<file path="src/rtl/lsw_diag_core.sv">
module lsw_diag_core #(
  parameter int N_CH      = 2,
  parameter int OT_TICKS  = 20,
  parameter int UC_TICKS  = 200,
  parameter int OFF_TICKS = 1000
) (
  input  logic            clk,
  input  logic            rst,
  input  logic            tick,
  input  logic [N_CH-1:0] cmd,
  input  logic [N_CH-1:0] ot_flag,
  input  logic [N_CH-1:0] ilim_flag,
  input  logic [N_CH-1:0] uc_flag,
  input  logic [N_CH-1:0] oh_flag,
  input  logic            uv_flag,
  input  logic            ov_flag,
  output logic [N_CH-1:0] gate_en,
  output logic [N_CH-1:0] stat_n
);

  localparam int OTW  = $clog2(OT_TICKS + 1);
  localparam int UCW  = $clog2(UC_TICKS + 1);
  localparam int OFFW = $clog2(OFF_TICKS + 1);
  localparam logic [OTW-1:0]  OT_LIM  = OTW'(OT_TICKS);
  localparam logic [UCW-1:0]  UC_LIM  = UCW'(UC_TICKS);
  localparam logic [OFFW-1:0] OFF_LIM = OFFW'(OFF_TICKS);

  wire supply_bad = uv_flag | ov_flag;

  for (genvar c = 0; c < N_CH; c++) begin : g_ch
    logic [OTW-1:0]  ot_cnt;
    logic [UCW-1:0]  uc_cnt;
    logic [OFFW-1:0] off_cnt;
    logic            en_r, st_r;

    wire ot_done  = (ot_cnt == OT_LIM);
    wire uc_done  = (uc_cnt == UC_LIM);
    wire off_done = (off_cnt == OFF_LIM);

    wire fault = !supply_bad &&
                 (ot_flag[c] ? (cmd[c] && ot_done)
                             : (cmd[c] ? uc_done : (oh_flag[c] && off_done)));

    always_ff @(posedge clk) begin
      if (rst) begin
        ot_cnt  <= '0;
        uc_cnt  <= '0;
        off_cnt <= '0;
        en_r    <= 1'b0;
        st_r    <= 1'b1;
      end else begin
        if (!(ot_flag[c] && cmd[c]))    ot_cnt <= '0;
        else if (tick && !ot_done)      ot_cnt <= ot_cnt + 1'b1;

        if (!(uc_flag[c] && cmd[c]))    uc_cnt <= '0;
        else if (tick && !uc_done)      uc_cnt <= uc_cnt + 1'b1;

        if (cmd[c])                     off_cnt <= '0;
        else if (tick && !off_done)     off_cnt <= off_cnt + 1'b1;

        en_r <= cmd[c] && !supply_bad && !ot_flag[c];
        st_r <= !fault;
      end
    end

    assign gate_en[c] = en_r;
    assign stat_n[c]  = st_r;

    p_ot_gate_r3: assert property (@(posedge clk) disable iff (rst)
      ($past(!rst) && $past(ot_flag[c])) |-> !gate_en[c]);

    p_cool_restart_r3: assert property (@(posedge clk) disable iff (rst)
      ($past(!rst) && $past(cmd[c] && !ot_flag[c] && !uv_flag && !ov_flag)) |-> gate_en[c]);

    p_ot_low_cmd_r4: assert property (@(posedge clk) disable iff (rst)
      ($past(!rst) && $past(ot_flag[c] && !cmd[c])) |-> stat_n[c]);

    p_ilim_keeps_on_r5: assert property (@(posedge clk) disable iff (rst)
      ($past(!rst) && $past(ilim_flag[c] && cmd[c] && !ot_flag[c] && !uv_flag && !ov_flag))
        |-> gate_en[c]);

    p_uc_ignored_off_r8: assert property (@(posedge clk) disable iff (rst)
      ($past(!rst) && $past(!cmd[c] && !oh_flag[c])) |-> stat_n[c]);

    p_oh_ignored_on_r9: assert property (@(posedge clk) disable iff (rst)
      ($past(!rst) && $past(cmd[c] && !ot_flag[c] && !uc_flag[c]) && $past(cmd[c], 2)
        && $past(!uc_flag[c], 2)) |-> stat_n[c]);

    p_ot_count_bound_r10: assert property (@(posedge clk) disable iff (rst)
      (ot_cnt != '0) |-> $past(ot_flag[c] && cmd[c]));
  end

  p_reset_state_r1: assert property (@(posedge clk)
    $past(rst) |-> (gate_en == '0 && stat_n == '1));

  p_supply_gate_r6: assert property (@(posedge clk) disable iff (rst)
    ($past(!rst) && $past(uv_flag || ov_flag)) |-> gate_en == '0);

  p_supply_stat_r7: assert property (@(posedge clk) disable iff (rst)
    ($past(!rst) && $past(uv_flag || ov_flag)) |-> stat_n == '1);

endmodule

</file>
<file path="config.mk">
export PLATFORM = sky130hd
export DESIGN_NAME = lsw_diag_core
export DESIGN_NICKNAME = d
export VERILOG_FILES = /design/src/rtl/lsw_diag_core.sv
export SDC_FILE = /design/constraint.sdc
export NUM_CORES = 1
export LEC_CHECK = 0
export ABC_AREA = 1
export BUFFER_PORTS_ARGS = -buffer_cell sky130_fd_sc_hd__buf_2
export CAP_MARGIN = 20
export CORE_UTILIZATION = 51
export CTS_BUF_LIST = sky130_fd_sc_hd__clkbuf_4 sky130_fd_sc_hd__clkbuf_8 sky130_fd_sc_hd__clkbuf_16
export DETAILED_ROUTE_END_ITERATION = 6
export PLACE_DENSITY = 0.69
export SLEW_MARGIN = 20
export SYNTH_ARGS = -nofsm -noshare
export SYNTH_HDL_FRONTEND = slang
export SYNTH_SLANG_ARGS = --single-unit
</file>
<file path="constraint.sdc">
create_clock -name clk -period 2.94 [get_ports clk]
set_clock_uncertainty 0.2 [all_clocks]
set_input_delay 0.294 -clock clk [delete_from_list [all_inputs] [get_ports clk]]
set_output_delay 0.294 -clock clk [all_outputs]
set_load 0.05 [all_outputs]
</file>
# After elaboration in Yosys (flattened, before gate mapping)
# Cells that the tools add are included.
[op_classes]
n_bitwise = 5
eq_ne = 6
mux = 4
reduce_logical = 37
addsub = 6
[ops]
columns = ["op", "n"]
rows = [
  ["adder 10 x 1 -> 10 bit (second input constant)", 2],
  ["== test 10 bit (second input constant)", 2],
  ["logical AND 1 bit", 20],
  ["adder 8 x 1 -> 8 bit (second input constant)", 2],
  ["== test 8 bit (second input constant)", 2],
  ["OR reduction 2 bit", 6],
  ["logical NOT 1 bit", 11],
  ["adder 5 x 1 -> 5 bit (second input constant)", 2],
  ["== test 5 bit (second input constant)", 2],
  ["2-to-1 mux 1 bit", 4],
  ["NOT 1 bit", 4],
  ["OR 1 bit", 1],
]
[word_totals]
in_bits = 15
output_inout_bits = 4
reg_bits = 50
wordCells = 68

# Longest topological paths before layout
# Gate-level depths: netlist of run 1.
[logic_depth]
word_depth = 6
ltp_mapped = 11
depth_no_buf = 11

# Worst setup path before layout of run 1
# No wires, ideal clock.
[synth_path]
kind = "reg-to-reg"
startpoint = "register g_ch[1].off_cnt[0]"
endpoint = "register g_ch[1].off_cnt[3]"
setup_slack_ns = 1.428
stages_incl_launch_ff = 11
t_arrival_ns = 1.248
required_time_ns = 2.676
path_cell_list = "dfxtp_1 > inv_1 > ha_1 > nand2_1 > nor2_2 > nand3_2 > nand2_2 > buf_6 > o21ai_0 > nand2_1 > nor2_1"
[synth_via]
elab_chain_len = 3
[synth_lines]
columns = ["item", "line_no", "source"]
rows = [
  ["start: declaration", "33", "logic [OFFW-1:0] off_cnt;"],
  ["start signal: assignment", "59", "else if (tick && !off_done) off_cnt <= off_cnt + 1'b1;"],
  ["parallel branches: the longest is 3 deep, another holds adder 10 x 1 -> 10 bit", "n/a", ""],
]
# Several ways; the timed one is not identified.
# A chain may end at the register's enable or synchronous reset.

# Final worst setup path of run 1
[layout_path]
startpoint = "register g_ch[0].uc_cnt[0]"
endpoint = "register g_ch[0].uc_cnt[4]"
[layout_via]
elab_chain_len = 3
[layout_lines]
columns = ["item", "line_no", "source"]
rows = [
  ["start: declaration", "32", "logic [UCW-1:0] uc_cnt;"],
  ["start signal: assignment", "56", "else if (tick && !uc_done) uc_cnt <= uc_cnt + 1'b1;"],
  ["parallel branches: the longest is 3 deep, another holds adder 8 x 1 -> 8 bit", "n/a", ""],
]
# Several ways; the timed one is not identified.

==> flow_metrics.env, run 1 <==
export IMPL_die_h_um=76.0
export IMPL_fin_setup_tns_ps=0
export IMPL_antenna_found_initial=0
export IMPL_async_flop_share_pct=0
export IMPL_worst_slew_pin_slew_ps=453
export IMPL_grt_use_total_pct=19.6
export IMPL_place_congestion=0.858
export IMPL_cts_path_max_buffers=2
export IMPL_reg2reg_slack_ps=1100
export IMPL_use_met2_pct=33.0
export IMPL_core_um2=5200
export IMPL_synth_main_ff_cell="dfxtp_1"
export IMPL_multiInputGateArea_um2=1490
export IMPL_first_pass_iters=4
export IMPL_grt_pass1_vias=2200
export IMPL_syn_to_final_growth_pct=7.17
export IMPL_yosysWarnings=0
export IMPL_cts_sinks=50
export IMPL_cts_tree="done"
export IMPL_period_minus_slack_ps=1840
export IMPL_yosysMostFrequentCell="nand2_1"
export IMPL_critPathKind="flip-flop to flip-flop"
export IMPL_ys_seq_area_share_pct=35.9
export IMPL_n_antenna_cell=0
export IMPL_max_freq_mhz=543
export IMPL_reg2reg_depth=9
export IMPL_rows=26
export IMPL_htreeDepth=2
export IMPL_wl_per_cell_um=10.6
export IMPL_dieArea_um2=5770
export IMPL_setup_viol_count_final=0
export IMPL_cts_setup_buffers=0
export IMPL_use_met3_pct=4.07
export IMPL_cts_repair_resized=0
export IMPL_ir_drop_v=0.000245
export IMPL_synth_distinct_cells=27
export IMPL_fin_crit_sh_pct=62.6
export IMPL_cap_violations=0
export IMPL_cts_root_buf="clkbuf_8"
export IMPL_power_uw=1160
export IMPL_drive_above_1_share_pct=7.99
export IMPL_finalWirelength_um=5400
export IMPL_hold_viol_final=0
export IMPL_use_met1_pct=25.1
export IMPL_power_per_cell_area_nw_per_um2=388
export IMPL_status="complete, no violations"
export IMPL_via_per_inst=5.01
export IMPL_startpoint_type="flip-flop"
export IMPL_initial_core_util_pct=53.6
export IMPL_path_clk_slew_ps=90
export IMPL_drt_iter0_markers=93
export IMPL_pin_count=19
export IMPL_slew_violations=0
export IMPL_synth_area_um2=2790
export IMPL_final_core_util_pct=57.5
export IMPL_hold_depth=2
export IMPL_numCtsBuffers=5
export IMPL_synth_edf_count=0
export IMPL_ant_nets=0
export IMPL_nFillCells=534
export IMPL_grt_pass1_wl_um=9350
export IMPL_synth_area_leaders="dfxtp_1 (36%), nand2_1 (17%), inv_1 (8.3%)"
export IMPL_leakagePower_uw=0.00120
export IMPL_grt_busiest_layer="met2"
export IMPL_num_vias=2545
export IMPL_port_buffers=16
export IMPL_worst_endpoint_required_ps=2930
export IMPL_hold_class="input pin to flip-flop"
export IMPL_grt_ovfl_total=0
export IMPL_grt_max_degree=14
export IMPL_worstPathArrival_ps=1830
export IMPL_synth_top_area_share_pct=35.9
export IMPL_yosys_register_bits=50
export IMPL_synth_fp_nets=449
export IMPL_seq_area_um2=1000
export IMPL_rsz0062_at_grt="no"
export IMPL_hpwl_um=4020
export IMPL_clock_latency_ps=300
export IMPL_cp_end_kind="flip-flop"
export IMPL_syn_area_per_cell_um2=6.61
export IMPL_postCtsHoldBufs=1
export IMPL_relSlewSlack_pct=69.7
export IMPL_die_x_um=76.0
export IMPL_final_nets=465
export IMPL_synth_commonest_cells="nand2_1 (125), inv_1 (62), dfxtp_1 (50), a21oi_1 (36), nor2_1 (32)"
export IMPL_synthCells=422
export IMPL_yosysTopAreaCell="dfxtp_1"
export IMPL_worstPathMaxFanout=11
export IMPL_drc=0
==> power by group <==
group | switching (µW) | total, µW | leakage (µW) | internal, µW
Sequential | 5.20 | 687 | 0.000404 | 682
Combinational | 54.3 | 76.2 | 0.000753 | 21.9
Clock | 215 | 398 | 0.0000452 | 183
Total | 274 | 1160 | 0.00120 | 887
==> registers in the layout, summed over array words and instances, names as in the netlist <==
| name | cells |
|---|---|
| g_ch.ot_cnt | 10 |
| g_ch.off_cnt | 20 |
| g_ch.en_r | 2 |
| g_ch.st_r | 2 |
| g_ch.uc_cnt | 16 |
==> routing by layer <==
layer	share of wire [%]	wire length [µm]
met1	49	2660
met2	47	2510
met3	2.3	122
met4	1.8	97
met5	0	0
==> per-stage QoR <==
stage / instance area, µm² / hold WS (ps) / setup WS [ps] / cells
after floorplan: 2790 / 170 / 1430 / 422
after global placement: 2900 / 269 / 1120 / 500
after detailed placement: 2900 / 278 / 1090 / 500
after CTS: 2990 / 35.8 / 1080 / 508
after global routing: 2990 / 30.1 / 896 / 508
final: 2990 / 37.9 / 1100 / 508
==> cells in the final DEF, fill, tap and decap left out, drive strengths merged <==
master       instances
nand3               27
xor2                10
or2                  1
nor4                 1
nand4               12
nand2              128
ha                  12
a21oi               37
a211oi               1
dfxtp               50
and3                 1
dlygate4sd3          1
nor3                 9
nor3b                1
buf                 16
nor2                34
xnor2                3
inv                 65
clkbuf               7
o21bai               1
o21ai               21
==> cell families after synthesis <==
logic type / Yosys count / synth area share, %
buf+inv: 73 / 10.9
flops: 50 / 35.9
simple gates: 214 / 32.7
fa+ha+maj: 12 / 5.38
xor+xnor: 13 / 4.08
compound gates: 60 / 11.1
==> area by class of cell <==
class / instances / share of cell area [%]
Timing Repair Buffer: 17 / 3.01
Tap cell: 70 / 2.93
Sequential cell: 50 / 33.5
Inverter: 65 / 8.16
Clock buffer: 7 / 2.80
Multi-Input combinational cell: 299 / 49.6
==> final timing paths <==
path	startpoint	to
min reg2reg	g_ch[0].uc_cnt[7]	g_ch[0].uc_cnt[7]
max	g_ch[0].uc_cnt[0]	g_ch[0].uc_cnt[4]
min	ot_flag[1]	g_ch[1].en_r
max reg2reg	g_ch[0].uc_cnt[0]	g_ch[0].uc_cnt[4]
==> worst max-delay path, cell delays in order (launching register included) <==
cell     delay (ps)
dfxtp_1         320
inv_1           120
ha_1            160
nand2_1          50
nor3_1          120
nand2_1          90
nand2_1         300
inv_1           210
nand2_1         110
a21oi_1          60
(Power assumes the default switching activity.)
==> run 2, diff against run 1 <==
--- a/config.mk
+++ b/config.mk
@@ -5,7 +5,7 @@
 export SDC_FILE = /design/constraint.sdc
 export NUM_CORES = 1
 export LEC_CHECK = 0
-export ABC_AREA = 1
+export ABC_AREA = 0
 export BUFFER_PORTS_ARGS = -buffer_cell sky130_fd_sc_hd__buf_2
 export CAP_MARGIN = 20
 export CORE_UTILIZATION = 51
==> constraint.sdc (replaced) <==
create_clock -name clk -period 1.71 [get_ports clk]
set_clock_uncertainty 0.2 [all_clocks]
set_input_delay 0.171 -clock clk [delete_from_list [all_inputs] [get_ports clk]]
set_output_delay 0.171 -clock clk [all_outputs]
set_load 0.05 [all_outputs]
==> flow_metrics.env, run 2 <==
export IMPL_status="complete, no violations"
export IMPL_yosys_area_share_simple_pct=29.8
export IMPL_port_buffers=16
export IMPL_synth_compound_area_share_pct=16.6
export IMPL_min_to="g_ch[0].st_r"
export IMPL_cts_tree="done"
export IMPL_synth_distinct_cells=44
export IMPL_ys_seq_area_share_pct=37.7
export IMPL_grt_ovfl_total=0
export IMPL_cap_violations=0
export IMPL_synth_area_um2=2660
export IMPL_startpoint_type="flip-flop"
export IMPL_cts_root_buf="clkbuf_8"
export IMPL_core_um2=4880
export IMPL_synth_commonest_cells="dfxtp_1 (50), a21oi_1 (30), nand2_1 (26), inv_1 (18), nand3_1 (18)"
export IMPL_die_x_um=74.2
export IMPL_leakagePower_uw=0.00105
export IMPL_final_core_util_pct=64.0
export IMPL_worstPathArrival_ps=1690
export IMPL_power_per_cell_area_nw_per_um2=687
export IMPL_synth_mux_area_share_pct=1.51
export IMPL_largest_register="g_ch.off_cnt"
export IMPL_syn_to_final_growth_pct=17.6
export IMPL_cts_sinks=50
export IMPL_fin_setup_tns_ps=0
export IMPL_place_congestion=0.828
export IMPL_synth_xor_area_share_pct=3.30
export IMPL_synthCells=310
export IMPL_first_pass_iters=5
export IMPL_fin_crit_sh_pct=96.3
export IMPL_async_flop_share_pct=0
export IMPL_min_from="oh_flag[0]"
export IMPL_synth_fp_nets=337
export IMPL_drt_iter0_markers=138
export IMPL_yosysWarnings=0
export IMPL_rows=25
export IMPL_synth_top_area_share_pct=37.7
export IMPL_synth_edf_count=0
export IMPL_r2r_end="g_ch[0].ot_cnt[3]"
export IMPL_critPathKind="flip-flop to flip-flop"
export IMPL_drc=0
export IMPL_slew_violations=0
export IMPL_clock_latency_ps=300
export IMPL_hold_class="input pin to flip-flop"
export IMPL_grt_pass1_vias=2085
export IMPL_regToRegStartpoint="g_ch[0].ot_cnt[0]"
export IMPL_die_h_um=74.2
export IMPL_worst_endpoint_required_ps=1750
export IMPL_final_cell_mix="dfxtp_1 (44), a21oi_1 (29), nand2_1 (26), buf_4 (24)"
export IMPL_reg2reg_depth=5
export IMPL_worst_slew_pin_slew_ps=369
export IMPL_finalWirelength_um=5430
export IMPL_n_antenna_cell=0
export IMPL_largest_reg_flops=20
export IMPL_dieArea_um2=5500
export IMPL_grt_max_degree=19
export IMPL_path_clk_slew_ps=90
export IMPL_wl_per_cell_um=13.0
export IMPL_grt_pass1_wl_um=9070
export IMPL_syn_area_per_cell_um2=8.56
export IMPL_htreeDepth=2
export IMPL_hpwl_um=3920
export IMPL_period_minus_slack_ps=1650
export IMPL_nFillCells=442
export IMPL_relSlewSlack_pct=75.2
export IMPL_via_per_inst=5.75
export IMPL_setup_viol_count_final=0
export IMPL_yosysMostFrequentCell="dfxtp_1"
export IMPL_layout_commonest_cell="dfxtp_1"
export IMPL_cts_path_max_buffers=2
export IMPL_worstPathMaxFanout=2
export IMPL_top_regs="g_ch.off_cnt: 20 flops, g_ch.uc_cnt: 16 flops, g_ch.ot_cnt: 10 flops"
export IMPL_initial_core_util_pct=54.4
export IMPL_grt_use_total_pct=21.4
export IMPL_max_freq_mhz=607
export IMPL_hold_depth=3
export IMPL_ir_drop_v=0.000374
export IMPL_reg2reg_slack_ps=60
export IMPL_synth_area_leaders="dfxtp_1 (38%), a21oi_1 (5.7%), ha_1 (5.7%)"
export IMPL_pin_count=19
export IMPL_ant_nets=0
export IMPL_hold_viol_final=0
export IMPL_drive_above_1_share_pct=19.1
export IMPL_synth_top_family_by_area="simple AND/OR/NAND/NOR gates"
export IMPL_antenna_found_initial=0
export IMPL_numCtsBuffers=5
export IMPL_yosys_register_bits=50
export IMPL_num_vias=2403
export IMPL_yosysTopAreaCell="dfxtp_1"
export IMPL_cp_end_kind="flip-flop"
export IMPL_synth_fa_ha_area_share_pct=5.66
export IMPL_rsz0062_at_grt="no"
export IMPL_synth_main_ff_cell="dfxtp_1"
export IMPL_final_nets=377
-- run 2: cell count changes after synthesis, sizes merged, moves of 4 or more --
cell	previous run	this run
nand2	128	26
inv	65	18
nor2	34	14
or3	0	12
o31ai	0	10
or4	0	10
a21oi	37	30
nor3	9	2
nor4b	0	7
clkbuf	0	6
nand3	27	21
mux2i	0	4
nand3b	0	4
o211ai	0	4
-- run 2: worst max path at each step --
stage	startpoint	to	slack (ps)
4_1_cts	g_ch[1].off_cnt[0]	g_ch[1].off_cnt[8]	30
3_5_place_dp	g_ch[1].off_cnt[0]	g_ch[1].off_cnt[8]	50
2_1_floorplan	g_ch[0].ot_cnt[0]	g_ch[0].ot_cnt[3]	60
3_3_place_gp	g_ch[1].off_cnt[0]	g_ch[1].off_cnt[8]	90
6_report	g_ch[0].ot_cnt[0]	g_ch[0].ot_cnt[3]	60
5_1_grt	g_ch[0].ot_cnt[0]	g_ch[0].ot_cnt[3]	0.6
-- run 2: routing by layer --
metal	part of all wire (%)	global-route usage, %	vias up
li1	-	-	1231
met1	49	27.4	1128
met2	46	34.7	35
met3	2.6	4.20	9
met4	2.0	9.62	0
met5	0	0	-
-- run 2: power by group --
part | internal (µW) | switching [µW] | total [µW]
Combinational | 70.6 | 94.9 | 165
Clock | 409 | 383 | 792
Sequential | 1180 | 12.7 | 1190
-- run 2: final cells by class --
type                            count  area (µm²)  share of cell area, %
Inverter                           18        67.6                   2.16
Sequential cell                    50        1010                   32.4
Tap cell                           67        83.8                   2.68
Multi-Input combinational cell    229        1520                   48.7
Clock buffer                        8         110                   3.53
Timing Repair Buffer               46         330                   10.6
-- run 2: metrics by stage --
stage / instance area (µm²) / setup slack (ps) / total power (µW) / instances / hold WS, ps
global placement: 2930 / 94.3 / 1370 / 403 / 222
global route: 3120 / 0.562 / 2240 / 418 / 82.5
detailed placement: 2930 / 54.6 / 1370 / 403 / 214
finish: 3120 / 62.6 / 2150 / 418 / 73.3
CTS: 3090 / 32.9 / 2170 / 416 / 67.3
floorplan: 2660 / 64.8 / 1310 / 310 / 43.4
-- run 2: cells by family after synthesis --
| family | Yosys count |
|---|---|
| AND/OR/NAND/NOR | 130 |
| AO/OA/AOI/OAI | 73 |
| flip-flops | 50 |
| buffers and inverters | 31 |
| adder cells (fa/ha/maj) | 12 |
| XOR/XNOR | 10 |
| multiplexers | 4 |
-- run 2: critical path, stage by stage, from the launching register on --
cell     delay, ps
dfxtp_1        340
inv_1           50
ha_1           200
and4b_1        180
or4_1          460
a21oi_1        150
-- run 2: repair_timing --
item	CTS	global route
setup endpoints to repair	0	11
buffers inserted	0	2
hold buffers	5	0
gates resized for setup	0	9
hold endpoints to repair	3	0
==> run 3, diff against run 2 <==
--- a/config.mk
+++ b/config.mk
@@ -11,7 +11,8 @@
 export CORE_UTILIZATION = 51
 export CTS_BUF_LIST = sky130_fd_sc_hd__clkbuf_4 sky130_fd_sc_hd__clkbuf_8 sky130_fd_sc_hd__clkbuf_16
 export DETAILED_ROUTE_END_ITERATION = 6
-export PLACE_DENSITY = 0.69
+export GPL_TIMING_DRIVEN = 0
+export PLACE_DENSITY = 0.72
 export SLEW_MARGIN = 20
 export SYNTH_ARGS = -nofsm -noshare
 export SYNTH_HDL_FRONTEND = slang
==> constraint.sdc (replaced) <==
create_clock -name clk -period 1.4 [get_ports clk]
set_clock_uncertainty 0.2 [all_clocks]
set_input_delay 0.14 -clock clk [delete_from_list [all_inputs] [get_ports clk]]
set_output_delay 0.14 -clock clk [all_outputs]
set_load 0.05 [all_outputs]
==> flow_metrics.env, run 3 (same netlist as run 2, synthesis figures left out) <==
export IMPL_status="complete, but fails checks"
export IMPL_violations="setup timing"
export IMPL_num_vias=2763
export IMPL_clock_latency_ps=300
export IMPL_grt_pass1_vias=2401
export IMPL_worstPathArrival_ps=1610
export IMPL_dieArea_um2=5500
export IMPL_die_h_um=74.2
export IMPL_via_per_inst=6.03
export IMPL_reg2reg_slack_ps=-180
export IMPL_final_cell_mix="buf_4 (45), nand2_1 (23), dfxtp_1 (19), dfxtp_4 (19), a21oi_1 (18)"
export IMPL_leakagePower_uw=0.00127
export IMPL_path_clk_slew_ps=90
export IMPL_pin_count=19
export IMPL_fin_setup_tns_ps=-2190
export IMPL_numCtsBuffers=5
export IMPL_cpPeakStageDelay_ps=390
export IMPL_relSlewSlack_pct=65.3
export IMPL_cp_end_kind="flip-flop"
export IMPL_path_cells="inv_2 > ha_4 > and4b_2 > or4_1 > a21oi_1"
export IMPL_period_minus_slack_ps=1580
export IMPL_layout_commonest_cell="buf_4"
export IMPL_wl_per_cell_um=17.3
export IMPL_dp_slack_ps=-183
export IMPL_cts_path_max_buffers=2
export IMPL_rsz0062_at_grt="yes"
export IMPL_grt_use_total_pct=26.5
export IMPL_top_regs="g_ch.off_cnt: 20 flops, g_ch.uc_cnt: 16 flops, g_ch.ot_cnt: 10 flops"
export IMPL_final_nets=417
export IMPL_rows=25
export IMPL_ant_nets=0
export IMPL_first_pass_iters=5
export IMPL_fin_crit_sh_pct=113
export IMPL_slew_violations=0
export IMPL_largest_register="g_ch.off_cnt"
export IMPL_ir_drop_v=0.000610
export IMPL_hpwl_um=4180
export IMPL_endpoint="g_ch[1].ot_cnt[3]"
export IMPL_drc=0
export IMPL_regToRegStartpoint="g_ch[1].ot_cnt[0]"
export IMPL_worstPathMaxFanout=3
export IMPL_syn_to_final_growth_pct=48.1
export IMPL_cts_sinks=50
export IMPL_largest_reg_flops=20
export IMPL_worst_slew_pin_slew_ps=521
export IMPL_setup_ws_ps=-179
export IMPL_max_freq_mhz=633
export IMPL_r2r_end="g_ch[1].ot_cnt[3]"
export IMPL_grt_pass1_wl_um=11100
export IMPL_grt_max_degree=15
export IMPL_antenna_found_initial=0
export IMPL_n_antenna_cell=0
export IMPL_slowest_stage="or4_1"
export IMPL_drt_iter0_markers=106
export IMPL_die_x_um=74.2
export IMPL_final_core_util_pct=80.6
export IMPL_power_per_cell_area_nw_per_um2=677
export IMPL_initial_core_util_pct=54.4
export IMPL_drive_above_1_share_pct=49.6
export IMPL_core_um2=4880
export IMPL_cts_tree="done"
export IMPL_cts_root_buf="clkbuf_8"
export IMPL_crit_start="g_ch[1].ot_cnt[0]"
export IMPL_hold_class="input pin to flip-flop"
export IMPL_reg2reg_depth=5
export IMPL_place_congestion=0.790
export IMPL_startpoint_type="flip-flop"
export IMPL_finalWirelength_um=7940
export IMPL_cap_violations=0
export IMPL_worst_endpoint_required_ps=1430
export IMPL_critPathKind="flip-flop to flip-flop"
export IMPL_hold_viol_final=0
export IMPL_port_buffers=15
export IMPL_setup_viol_count_final=29
export IMPL_htreeDepth=2
export IMPL_grt_ovfl_total=0
[run 3: cell type report]
type                    count  area (µm²)
fillers                   310         948
flip-flops and latches     50        1090
clock buffers               7        90.1
inverters                  18        77.6
repair buffers             73         572
plain buffers              13        78.8
well taps                  67        83.8
multi-input cells         229        1940
clock inverters             1        5.00
[run 3: metrics by stage]
step / instances / power [µW] / hold slack, ps / cell area [µm²]
3_5_place_dp: 392 / 1680 / 171 / 2900
6_report: 458 / 2660 / 66.9 / 3930
5_1_grt: 458 / 2760 / 66.2 / 3930
3_3_place_gp: 392 / 1670 / 177 / 2900
4_1_cts: 440 / 2610 / 48.8 / 3560
2_1_floorplan: 310 / 1610 / 12.4 / 2740
[run 3: critical path: cells and delay by family (launching register included)]
kind / cells / cell delay, ps
compound gates: 1 / 130
fa+ha+maj: 1 / 150
buf+inv: 1 / 60
flops: 1 / 350
simple gates: 2 / 620
[run 3: where the power goes]
group | total, µW | internal (µW) | switching (µW)
Combinational | 315 | 144 | 172
Clock | 906 | 420 | 486
Sequential | 1440 | 1410 | 31.3
Total | 2660 | 1970 | 689
[run 3: how the worst min path moves through the flow]
| stage | start | end | slack [ps] | cells past startpoint |
|---|---|---|---|---|
| detailed placement | ot_flag[0] | g_ch[0].en_r | 170 | 2 |
| CTS | uc_flag[1] | g_ch[1].uc_cnt[2] | 50 | 3 |
| floorplan | ot_flag[1] | g_ch[1].en_r | 10 | 1 |
| global route | oh_flag[0] | g_ch[0].st_r | 70 | 3 |
| finish | uc_flag[1] | g_ch[1].uc_cnt[2] | 70 | 3 |
| global placement | ot_flag[0] | g_ch[0].en_r | 180 | 2 |
[run 3: what timing repair did]
item                                   in CTS  in global routing
endpoints found under the hold margin       3                  0
setup endpoints to repair                  29                 39
gates cloned                                0                  0
pin swaps                                  32                 35
buffers inserted                           35                 19
gates resized for setup                    65                 64
hold buffers                                5                  0
[run 3: metal layers]
layer / up-vias / share of wire, % / global-route usage (%) / wire length [µm]
li1: 1324 / - / - / -
met3: 23 / 3.5 / 4.20 / 281
met5: - / 0 / 0 / 0
met4: 0 / 2.5 / 8.55 / 195
met1: 1348 / 42 / 32.6 / 3350
met2: 68 / 52 / 47.3 / 4110
